`src/rtl/quad_trib_mux.sv`:
```
module quad_trib_mux #(
  parameter int SET_LEN = 264,
  parameter int NSET = 4,
  parameter int NTRIB = 4,
  parameter int HDR = 8,
  parameter logic [7:0] FAW = 8'b11100110
) (
  input  logic             clk,
  input  logic             rst_n,
  input  logic [NTRIB-1:0] trib_bit,
  output logic [NTRIB-1:0] trib_rd,
  input  logic [2*NTRIB-1:0] just_req,
  input  logic [NTRIB-1:0] svc_bits,
  input  logic [NTRIB-1:0] spare_bits,
  output logic             agg_bit,
  output logic             frame_start
);
  localparam int IW = $clog2(SET_LEN);
  localparam int SW = $clog2(NSET);
  localparam int TW = $clog2(NTRIB);
  localparam int HW = $clog2(HDR);
  localparam logic [IW-1:0] L_LAST = IW'(SET_LEN - 1);
  localparam logic [IW-1:0] L_HDR  = IW'(HDR);
  localparam logic [IW-1:0] L_NT   = IW'(NTRIB);
  localparam logic [IW-1:0] L_POSE = IW'(HDR + NTRIB);
  localparam logic [SW-1:0] S_LAST = SW'(NSET - 1);

  logic [IW-1:0] idx_q;
  logic [SW-1:0] set_q;
  logic          par_q;
  logic [2*NTRIB-1:0] cmd_q;

  always_ff @(posedge clk) begin
    if (!rst_n) begin
      idx_q <= '0;
      set_q <= '0;
      par_q <= 1'b0;
      cmd_q <= '0;
    end else begin
      if (frame_start && !par_q) cmd_q <= just_req;
      if (idx_q == L_LAST) begin
        idx_q <= '0;
        set_q <= set_q + 1'b1;
        if (set_q == S_LAST) par_q <= ~par_q;
      end else begin
        idx_q <= idx_q + 1'b1;
      end
    end
  end

  assign frame_start = (set_q == '0) && (idx_q == '0);

  logic [TW-1:0] tsel;
  logic [1:0]    code;
  logic          is_pos, is_neg;
  logic [IW-1:0] faw_i;
  assign tsel   = idx_q[TW-1:0];
  assign code   = cmd_q[2*tsel +: 2];
  assign is_pos = code == 2'b01;
  assign is_neg = code == 2'b10;
  assign faw_i  = IW'(HDR - 1) - idx_q;

  logic take;
  always_comb begin
    take = 1'b0;
    agg_bit = 1'b0;
    if (set_q == '0) begin
      if (idx_q < L_HDR) agg_bit = FAW[faw_i[HW-1:0]];
      else take = 1'b1;
    end else if (idx_q < L_NT) begin
      agg_bit = par_q ? is_pos : !is_neg;
    end else if (idx_q < L_HDR) begin
      if (set_q == SW'(1))      agg_bit = svc_bits[tsel];
      else if (set_q == SW'(2)) agg_bit = spare_bits[tsel];
      else take = par_q && is_neg;
    end else if (set_q == S_LAST && idx_q < L_POSE) begin
      take = !(par_q && is_pos);
    end else begin
      take = 1'b1;
    end
    if (take) agg_bit = trib_bit[tsel];
  end

  assign trib_rd = take ? (NTRIB'(1) << tsel) : '0;

  p_rd_onehot_r9: assert property (@(posedge clk) disable iff (!rst_n) $onehot0(trib_rd));
  p_start_gap_r1: assert property (@(posedge clk) disable iff (!rst_n) frame_start |=> !frame_start);
  p_cmd_hold_r6: assert property (@(posedge clk) disable iff (!rst_n)
    !(frame_start && !par_q) |=> $stable(cmd_q));
  p_negopp_idle_r8: assert property (@(posedge clk) disable iff (!rst_n)
    (set_q == S_LAST && idx_q >= L_NT && idx_q < L_HDR && !par_q) |-> (trib_rd == '0 && !agg_bit));

  logic seen_q;
  always_ff @(posedge clk) begin
    if (!rst_n) seen_q <= 1'b0;
    else if (frame_start) seen_q <= 1'b1;
  end

  for (genvar t = 0; t < NTRIB; t++) begin : g_cnt
    logic [9:0] rc;
    always_ff @(posedge clk) begin
      if (!rst_n || frame_start) rc <= '0;
      else rc <= rc + 10'(trib_rd[t]);
    end
    p_rd_count_r9: assert property (@(posedge clk) disable iff (!rst_n)
      (frame_start && seen_q) |-> (par_q ? rc == 10'd256 : (rc >= 10'd255 && rc <= 10'd257)));
  end
endmodule

```
`config.mk`:
```
export PLATFORM = sky130hd
export DESIGN_NAME = quad_trib_mux
export DESIGN_NICKNAME = d
export VERILOG_FILES = /design/src/rtl/quad_trib_mux.sv
export SDC_FILE = /design/constraint.sdc
export NUM_CORES = 1
export LEC_CHECK = 0
export BUFFER_PORTS_ARGS = -buffer_cell sky130_fd_sc_hd__buf_2
export CAP_MARGIN = 15
export CORE_MARGIN = 8
export CORE_UTILIZATION = 53
export DETAILED_ROUTE_END_ITERATION = 7
export GPL_ROUTABILITY_DRIVEN = 0
export PLACE_DENSITY = 0.79
export SLEW_MARGIN = 20
export SYNTH_ARGS = -nofsm -noshare
export SYNTH_HDL_FRONTEND = slang
export SYNTH_SLANG_ARGS = --single-unit
```
`constraint.sdc`:
```
create_clock -name clk -period 3.1 [get_ports clk]
set_input_delay 0.465 -clock clk [delete_from_list [all_inputs] [get_ports clk]]
set_output_delay 0.465 -clock clk [all_outputs]
set_load 0.02 [all_outputs]
```
==> results of run 1 <==
-- placed cells by master (no fill, tap or decap), drive strengths merged, types with 2 or more instances in the layout --
cell and n:
mux4 4, nor4b 4, nand2 6, buf 28
xor2 4, nand2b 6, nor4 2, clkbuf 3
mux2i 12, xnor2 5, a21oi 2, dfxtp 20
nor2 12, ha 8, inv 5, nand3 4
and2 7, o21ai 2, nor2b 13
-- worst max path at each step --
stage | from | endpoint | slack [ps] | cells after the start
floorplan | idx_q[7] | agg_bit | 730 | 4
global placement | idx_q[7] | agg_bit | 760 | 5
detailed placement | idx_q[0] | agg_bit | 700 | 5
CTS | idx_q[0] | agg_bit | 340 | 5
global route | idx_q[0] | agg_bit | 260 | 5
finish | idx_q[0] | agg_bit | 370 | 5
-- area by class of cell --
class | count | area, sq um
inverters | 5 | 18.77
multi-input cells | 98 | 785.8
fillers | 189 | 777.0
repair buffers | 28 | 142.6
well taps | 28 | 35.03
flip-flops and latches | 20 | 400.4
clock inverters | 1 | 30.03
clock buffers | 3 | 22.52
-- cell families (layout without fill, tap and decap cells) --
group,Yosys count,after routing,synth area share (%)
buf+inv,10,37,3.364
compound gates,7,7,3.976
mux,16,16,17.13
xor+xnor,9,9,6.422
simple gates,58,58,28.34
fa+ha+maj,8,8,8.155
flops,20,20,32.62
-- metal layers --
metal | vias to the layer above | wire (um) | track usage, %
li1 | 489 | - | -
met1 | 446 | 1109 | 15.75
met2 | 34 | 1166 | 21.20
met3 | 4 | 240 | 5.052
met4 | 0 | 41 | 5.722
met5 | - | 0 | 0
-- power breakdown --
part	switching, uW	internal, uW	total, uW
Sequential	15.8	270	286
Clock	82.4	131	213
Combinational	45.6	54.4	100
Total	144	456	599
-- sequential cells by signal, summed over array words and instances, names as in the netlist --
signal	cells
set_q	2
par_q	1
cmd_q	8
idx_q	9
-- worst max-delay path, stage by stage (launching register included) --
cell       delay, ps
dfxtp_1          520
mux4_2           550
a2111oi_0        480
a311o_2          190
o2bb2ai_1         60
buf_2            160
-- stage by stage --
step | worst slack, ps | area [sq um] | hold WS, ps | instances
2_1_floorplan | 725.2 | 1227 | 488.3 | 128
3_3_place_gp | 764.1 | 1383 | 511.0 | 179
3_5_place_dp | 699.0 | 1383 | 518.1 | 179
4_1_cts | 338.7 | 1435 | 407.9 | 183
5_1_grt | 263.9 | 1435 | 416.6 | 183
6_report | 366.8 | 1435 | 408.0 | 183
==> metrics, run 1 <==
status=complete, no violations; Reg clk slew, reported paths=130 ps; synth cell count leaders=20 x dfxtp_1, 13 x nor2b_1, 12 x mux2i_1, 12 x nor2_1, 8 x ha_1; cell count after synthesis=128; worst hold stages=3; fmax=365.9 MHz; TritonCTS clock tree=built; antenna cell count=0; layout cells sized above 1=a little over a quarter; io pins=28; P&R area growth vs syn=16.92%; post-synthesis sequential area ratio=32.62%; RSZ-0062 raised after global routing=no; ANT nets after route=0; vias in the first global route=a little under 1,000; fraction of registers with async set/reset=0%; Wirelength per Cell=13.98 um; syn_nets=158; R2R Setup Slk=820 ps; final hold vios=0; synth warn=0; Worst R2R Path Depth=5; CP max FO=8; Skew-Pair Late Insertion Delay=300 ps; Power Total=599.3 uW; fin. max-slew vios=0; final critical-path share of the clock period=88.17%; DR vias/cell=about 5.3; depth of the CTS H-tree=1; P per Cell Area=417.6 nW/um^2; Post-synth EDFFs=0; Primary FF master, synth=dfxtp_1; Core Region=2212 sq um; root buffer cell=clkbuf_4; clk buf depth=2; Req. time, crit path=2630 ps; number of max-cap violations=0; clk sinks=20; DR pass1 iterations=4; Syn Area/Cell=9.589 sq um; Final Setup Violations=0; Starting Density=55.49%; Slew headroom=55.92%; Detailed Place HPWL=2078 um; Synth Cell Area=1227 sq um; die area=4112 sq um; setup_tns=0 ps; overall global routing resource usage=between 10% and 20%; reg-to-reg startpoint=idx_q[7]; first-pass GRT wire length=4505 um; port bufs=27; synth unique cells=28; Die W=roughly 64 um; total gr overflow=0; LEAKAGE=around 0.0006 uW; final WL=approximately 2600 um; post-synth top area cell=dfxtp_1; First DRT Iteration DRCs=110; Setup crit end kind=output pin; hold buffers post-CTS=0; largest net degree at the start of global routing=14; DR DRC count=0; post-CTS setup buffers=0; top area cells in the synthesized netlist=dfxtp_1 33%, mux2i_1 9.8%, ha_1 8.2%; #FFs+latches synth=20; Slew @ Worst Pin=~660 ps; FF-to-FF End=cmd_q[6]; critical hold path startpoint=just_req[4]; fin nets=186; critical path class=reg -> out; Die Ht=64.13 um; CTS Buf Count=3; most common cell in the netlist=dfxtp_1; vias=973; post_cts resized=0; maximum VDD drop=0.3643 mV; Post-Route Skew=14.35 ps; final core utilization=between 60% and 70%; top-area cell type share of the netlist area=about a third; HP Class=in -> reg; crit path DAT=2270 ps; Rows=17; initial antenna violation count=0; post-layout min period=2733 ps; worst hold endpoint=cmd_q[4]; CP startpoint kind=register
No activity file was read; power rests on OpenSTA's default activity.
==> run 2: changes to the inputs <==
- CORE_UTILIZATION: 53 -> 30
- PLACE_DENSITY: 0.79 -> default
==> run 2 against run 1 <==
- non-clock buffer count unchanged
- clock skew is 13 ps lower
- combinational power is essentially flat
- sequential cell count did not move
- global-route usage shrank 5.0 points
- sequential share of layout area shrank 0.31 points
- cell count up 11%
- wire length decreased by 0.98%
- hold slack better by 64 ps
- die area grew 56%
==> metrics, run 2 (same netlist as run 1, synthesis figures left out) <==
cell family with most CP delay=simple AND/OR/NAND/NOR gates; Crit-path slowest cell=or4_4; Post-Route Skew=between 1.5 and 2 ps; hold buffers post-CTS=0; worst hold endpoint=cmd_q[2]; vias=936; clk sinks=20; LEAKAGE=just over 0.0006 uW; final WL=roughly 2500 um; setup_tns=0 ps; DR vias/cell=around 4.6; final hold vios=0; R2R Setup Slk=820 ps; ANT nets after route=0; overall global routing resource usage=8.306%; antenna cell count=0; depth of the CTS H-tree=1; layout cells sized above 1=25.97%; largest net degree at the start of global routing=14; Slew @ Worst Pin=687.2 ps; Slew headroom=53.84%; worst path bufs/invs=1; Starting Density=30.91%; Rows=23; fin area=between 1000 and 1500 sq um; critical path class=reg -> out; placed cell area=1410 sq um; Final Setup Violations=0; die area=6394 sq um; port bufs=27; Skew-Pair Late Insertion Delay=250 ps; worst hold stages=3; total gr overflow=0; P&R area growth vs syn=18.25%; DR pass1 iterations=4; status=complete, no violations; initial antenna violation count=0; root buffer cell=clkbuf_8; number of max-cap violations=0; Core Region=roughly 4000 sq um; first-pass GRT wire length=between 4000 and 5000 um; io pins=28; DR DRC count=0; CP startpoint kind=register; post-layout min period=2644 ps; Setup crit end kind=output pin; TritonCTS clock tree=built; vias in the first global route=between 900 and 1,000; maximum VDD drop=0.2305 mV; Slowest Stage Delay on Critical Path=540 ps; Wirelength per Cell=12.42 um; clk buf depth=2; FF-to-FF End=cmd_q[7]; Detailed Place HPWL=around 2100 um; CP max FO=4; largest registers=idx_q (9), cmd_q (8), set_q (2); fin. max-slew vios=0; Req. time, crit path=~2600 ps; Placed Instances=201; fin nets=between 150 and 200; RSZ-0062 raised after global routing=no; max reg flops=9; crit path DAT=2180 ps; Worst R2R Path Depth=5; CTS Buf Count=3; post_cts resized=0; post-CTS setup buffers=0; fin cells=204; Most flops, register=idx_q; crit-path cells=or4_4, or3_4, a311o_2, o2bb2ai_1, buf_2; Reg clk slew, reported paths=about 70 ps; final critical-path share of the clock period=85.30%; Die Ht=79.97 um; reg-to-reg startpoint=idx_q[7]; P per Cell Area=378.4 nW/um^2; critical hold path startpoint=just_req[2]; fmax=about 380 MHz; HP Class=in -> reg; most common cell after layout, fill and taps aside=buf_2; commonest cells after routing, fill and taps aside=27 x buf_2, 20 x dfxtp_1, 13 x nor2b_1; Die W=between 70 and 80 um; First DRT Iteration DRCs=57
==> run 2: metal layers <==
layer | GRT usage, % | up-vias | part of all wire [%]
met5 | 0 | - | 0
met2 | 11.08 | 34 | 38
li1 | - | 491 | -
met3 | 2.815 | 4 | 9.9
met4 | 3.455 | 0 | 1.1
met1 | 11.66 | 407 | 51
==> run 2: cell type report <==
cell class,instances,area (sq um)
Clock buffer,3,41.29
Fill cell,409,2520
Inverter,5,18.77
Multi-Input combinational cell,98,785.8
Sequential cell,20,400.4
Tap cell,50,62.56
Timing Repair Buffer,28,142.6
==> run 2: worst max-delay path by stage <==
stage / start / end / slack (ps) / cells past startpoint
final: idx_q[7] / agg_bit / 460 / 5
after floorplan: idx_q[7] / agg_bit / 730 / 4
after detailed placement: idx_q[7] / agg_bit / 710 / 5
after CTS: idx_q[7] / agg_bit / 440 / 5
after global routing: idx_q[1] / agg_bit / 290 / 6
after global placement: idx_q[7] / agg_bit / 730 / 5
==> run 2: worst register-to-register path, delay by kind of cell (launching register included) <==
family	cells	cell delay (ps)
mux	1	260
flops	1	330
simple gates	4	1580
==> run 2: power by group <==
part	internal (uW)	leakage [uW]	switching (uW)
combinational	54.2	0.000427	46.2
clock	86.3	0.0000216	76.2
sequential	271	0.000163	15.7
total	411	0.000612	138
==> run 2: stage by stage <==
step           total power (uW)  setup slack [ps]  hold WS (ps)  utilization, %
2_1_floorplan             363.1             725.2         488.3               -
3_3_place_gp              390.5             734.3         509.4           35.51
3_5_place_dp              393.9             714.4         524.9           35.51
4_1_cts                   559.0             435.4         467.7           36.55
5_1_grt                   580.5             289.7         479.5           36.55
6_report                  549.1             455.6         471.8           36.55
==> run 3: changes to the inputs <==
- GPL_TIMING_DRIVEN: default -> 0
==> run 3 against run 2 <==
- hold slack worse by 8.1 ps
- global-route usage up 0.87 points
- register-to-register slack worse by 50 ps
- clock skew about the same
- first-iteration DRC count down 1.8%
- wire length up 6.7%
- final area up 3.1%
==> metrics, run 3 (same netlist as run 1, synthesis figures left out) <==
Comb pwr share=16.8%; status=complete, no violations; die area=6394 sq um; Core Region=between 3000 and 4000 sq um; Worst R2R Path Depth=5; root buffer cell=clkbuf_8; Internal=499.0 uW; LEAKAGE=0.0006309 uW; RSZ-0062 raised after global routing=no; Placed Instances=between 200 and 250; antenna cell count=0; Sw Share=about 23%; worst hold stages=3; P per Cell Area=433.2 nW/um^2; fin nets=190; Die Ht=roughly 80 um; DR vias/cell=between 4 and 5; crit path DAT=2370 ps; Reg power frac=43.4%; Reg clk slew, reported paths=70 ps; overall global routing resource usage=9.179%; CP startpoint kind=register; depth of the CTS H-tree=1; reg-to-reg startpoint=idx_q[7]; Die W=79.97 um; Setup crit start=idx_q[1]; R2R Setup Slk=770 ps; Wirelength per Cell=around 13 um; fin. max-slew vios=0; largest net degree at the start of global routing=13; final critical-path share of the clock period=91.36%; DR pass1 iterations=4; hold buffers post-CTS=0; commonest cells after routing, fill and taps aside=27 x buf_2, 20 x dfxtp_1, 13 x nor2b_1; clk sinks=20; post_cts resized=0; ANT nets after route=0; Req. time, crit path=2630 ps; worst hold endpoint=cmd_q[3]; vias=between 900 and 1,000; TritonCTS clock tree=built; final hold vios=0; Rows=23; Detailed Place HPWL=2211 um; Slew headroom=between 40% and 50%; critical hold path startpoint=just_req[3]; CTS Buf Count=3; final core utilization=37.68%; Final WS setup=around 270 ps; Slew @ Worst Pin=833.7 ps; initial antenna violation count=0; most common cell after layout, fill and taps aside=buf_2; Sw Pwr=roughly 150 uW; Clk network pwr share=39.9%; fin area=roughly 1500 sq um; first-pass GRT wire length=4629 um; number of max-cap violations=0; Setup crit end kind=output pin; total gr overflow=0; Post-Route Skew=1.793 ps; Most flops, register=idx_q; placed cell area=1425 sq um; max reg flops=9; post-layout min period=2832 ps; port bufs=27; FF-to-FF End=cmd_q[1]; setup_tns=0 ps; fin cells=about 210; fmax=353.1 MHz; largest registers=idx_q (9), cmd_q (8), set_q (2); clk buf depth=2; DR DRC count=0; io pins=28; P&R area growth vs syn=21.92%; Final Setup Violations=0; post-CTS setup buffers=0; vias in the first global route=between 1,000 and 1,500; layout cells sized above 1=25.79%; First DRT Iteration DRCs=between 50 and 60; Skew-Pair Late Insertion Delay=260 ps; CP max FO=6; maximum VDD drop=0.2543 mV; critical path class=reg -> out; post-placement setup slack=558.7 ps; Starting Density=between 30% and 40%; final WL=approximately 2700 um; HP Class=in -> reg
## run 3: worst max-delay path by stage
stage | end | slack [ps] | cells past startpoint
2_1_floorplan | agg_bit | 730 | 4
3_3_place_gp | agg_bit | 630 | 6
3_5_place_dp | agg_bit | 560 | 6
6_report | agg_bit | 270 | 6
4_1_cts | agg_bit | 250 | 6
5_1_grt | agg_bit | 120 | 7
## run 3: per-layer routing
metal	vias to the layer above	GRT usage, %	part of all wire, %
met2	29	14.07	43
li1	495	-	-
met3	5	3.491	8.4
met1	450	10.78	46
met4	0	4.909	2.0
met5	-	0	0
## run 3: final cells by class
| class | instances | area [sq um] |
|---|---|---|
| clock buffer | 3 | 41.29 |
| buffer | 5 | 22.52 |
| fill | 428 | 2475 |
| multi-input combinational | 98 | 785.8 |
| tap | 50 | 62.56 |
| timing repair buffer | 27 | 135.1 |
| inverter | 5 | 18.77 |
| sequential | 20 | 400.4 |
| clock inverter | 1 | 30.03 |
## run 3: power by group through the flow
stage	Combinational [uW]	Clock [uW]	Sequential (uW)
after floorplan	78.8	0	284
after global placement	107	0	287
after detailed placement	110	0	288
after CTS	111	266	282
after global routing	122	281	284
final	109	258	281
## run 3: through the flow
step	hold slack, ps	total power [uW]
floorplan	488.3	363.1
global placement	508.5	393.3
detailed placement	527.3	397.8
CTS	456.8	658.4
global route	467.1	686.4
finish	463.7	648.2
## run 3: worst max-delay path, cell delays in order, from the launching register on
cell       delay (ps)
dfxtp_1           360
clkbuf_1          310
inv_1             200
mux4_2            480
a311o_2           410
o2bb2ai_1         160
buf_2             190
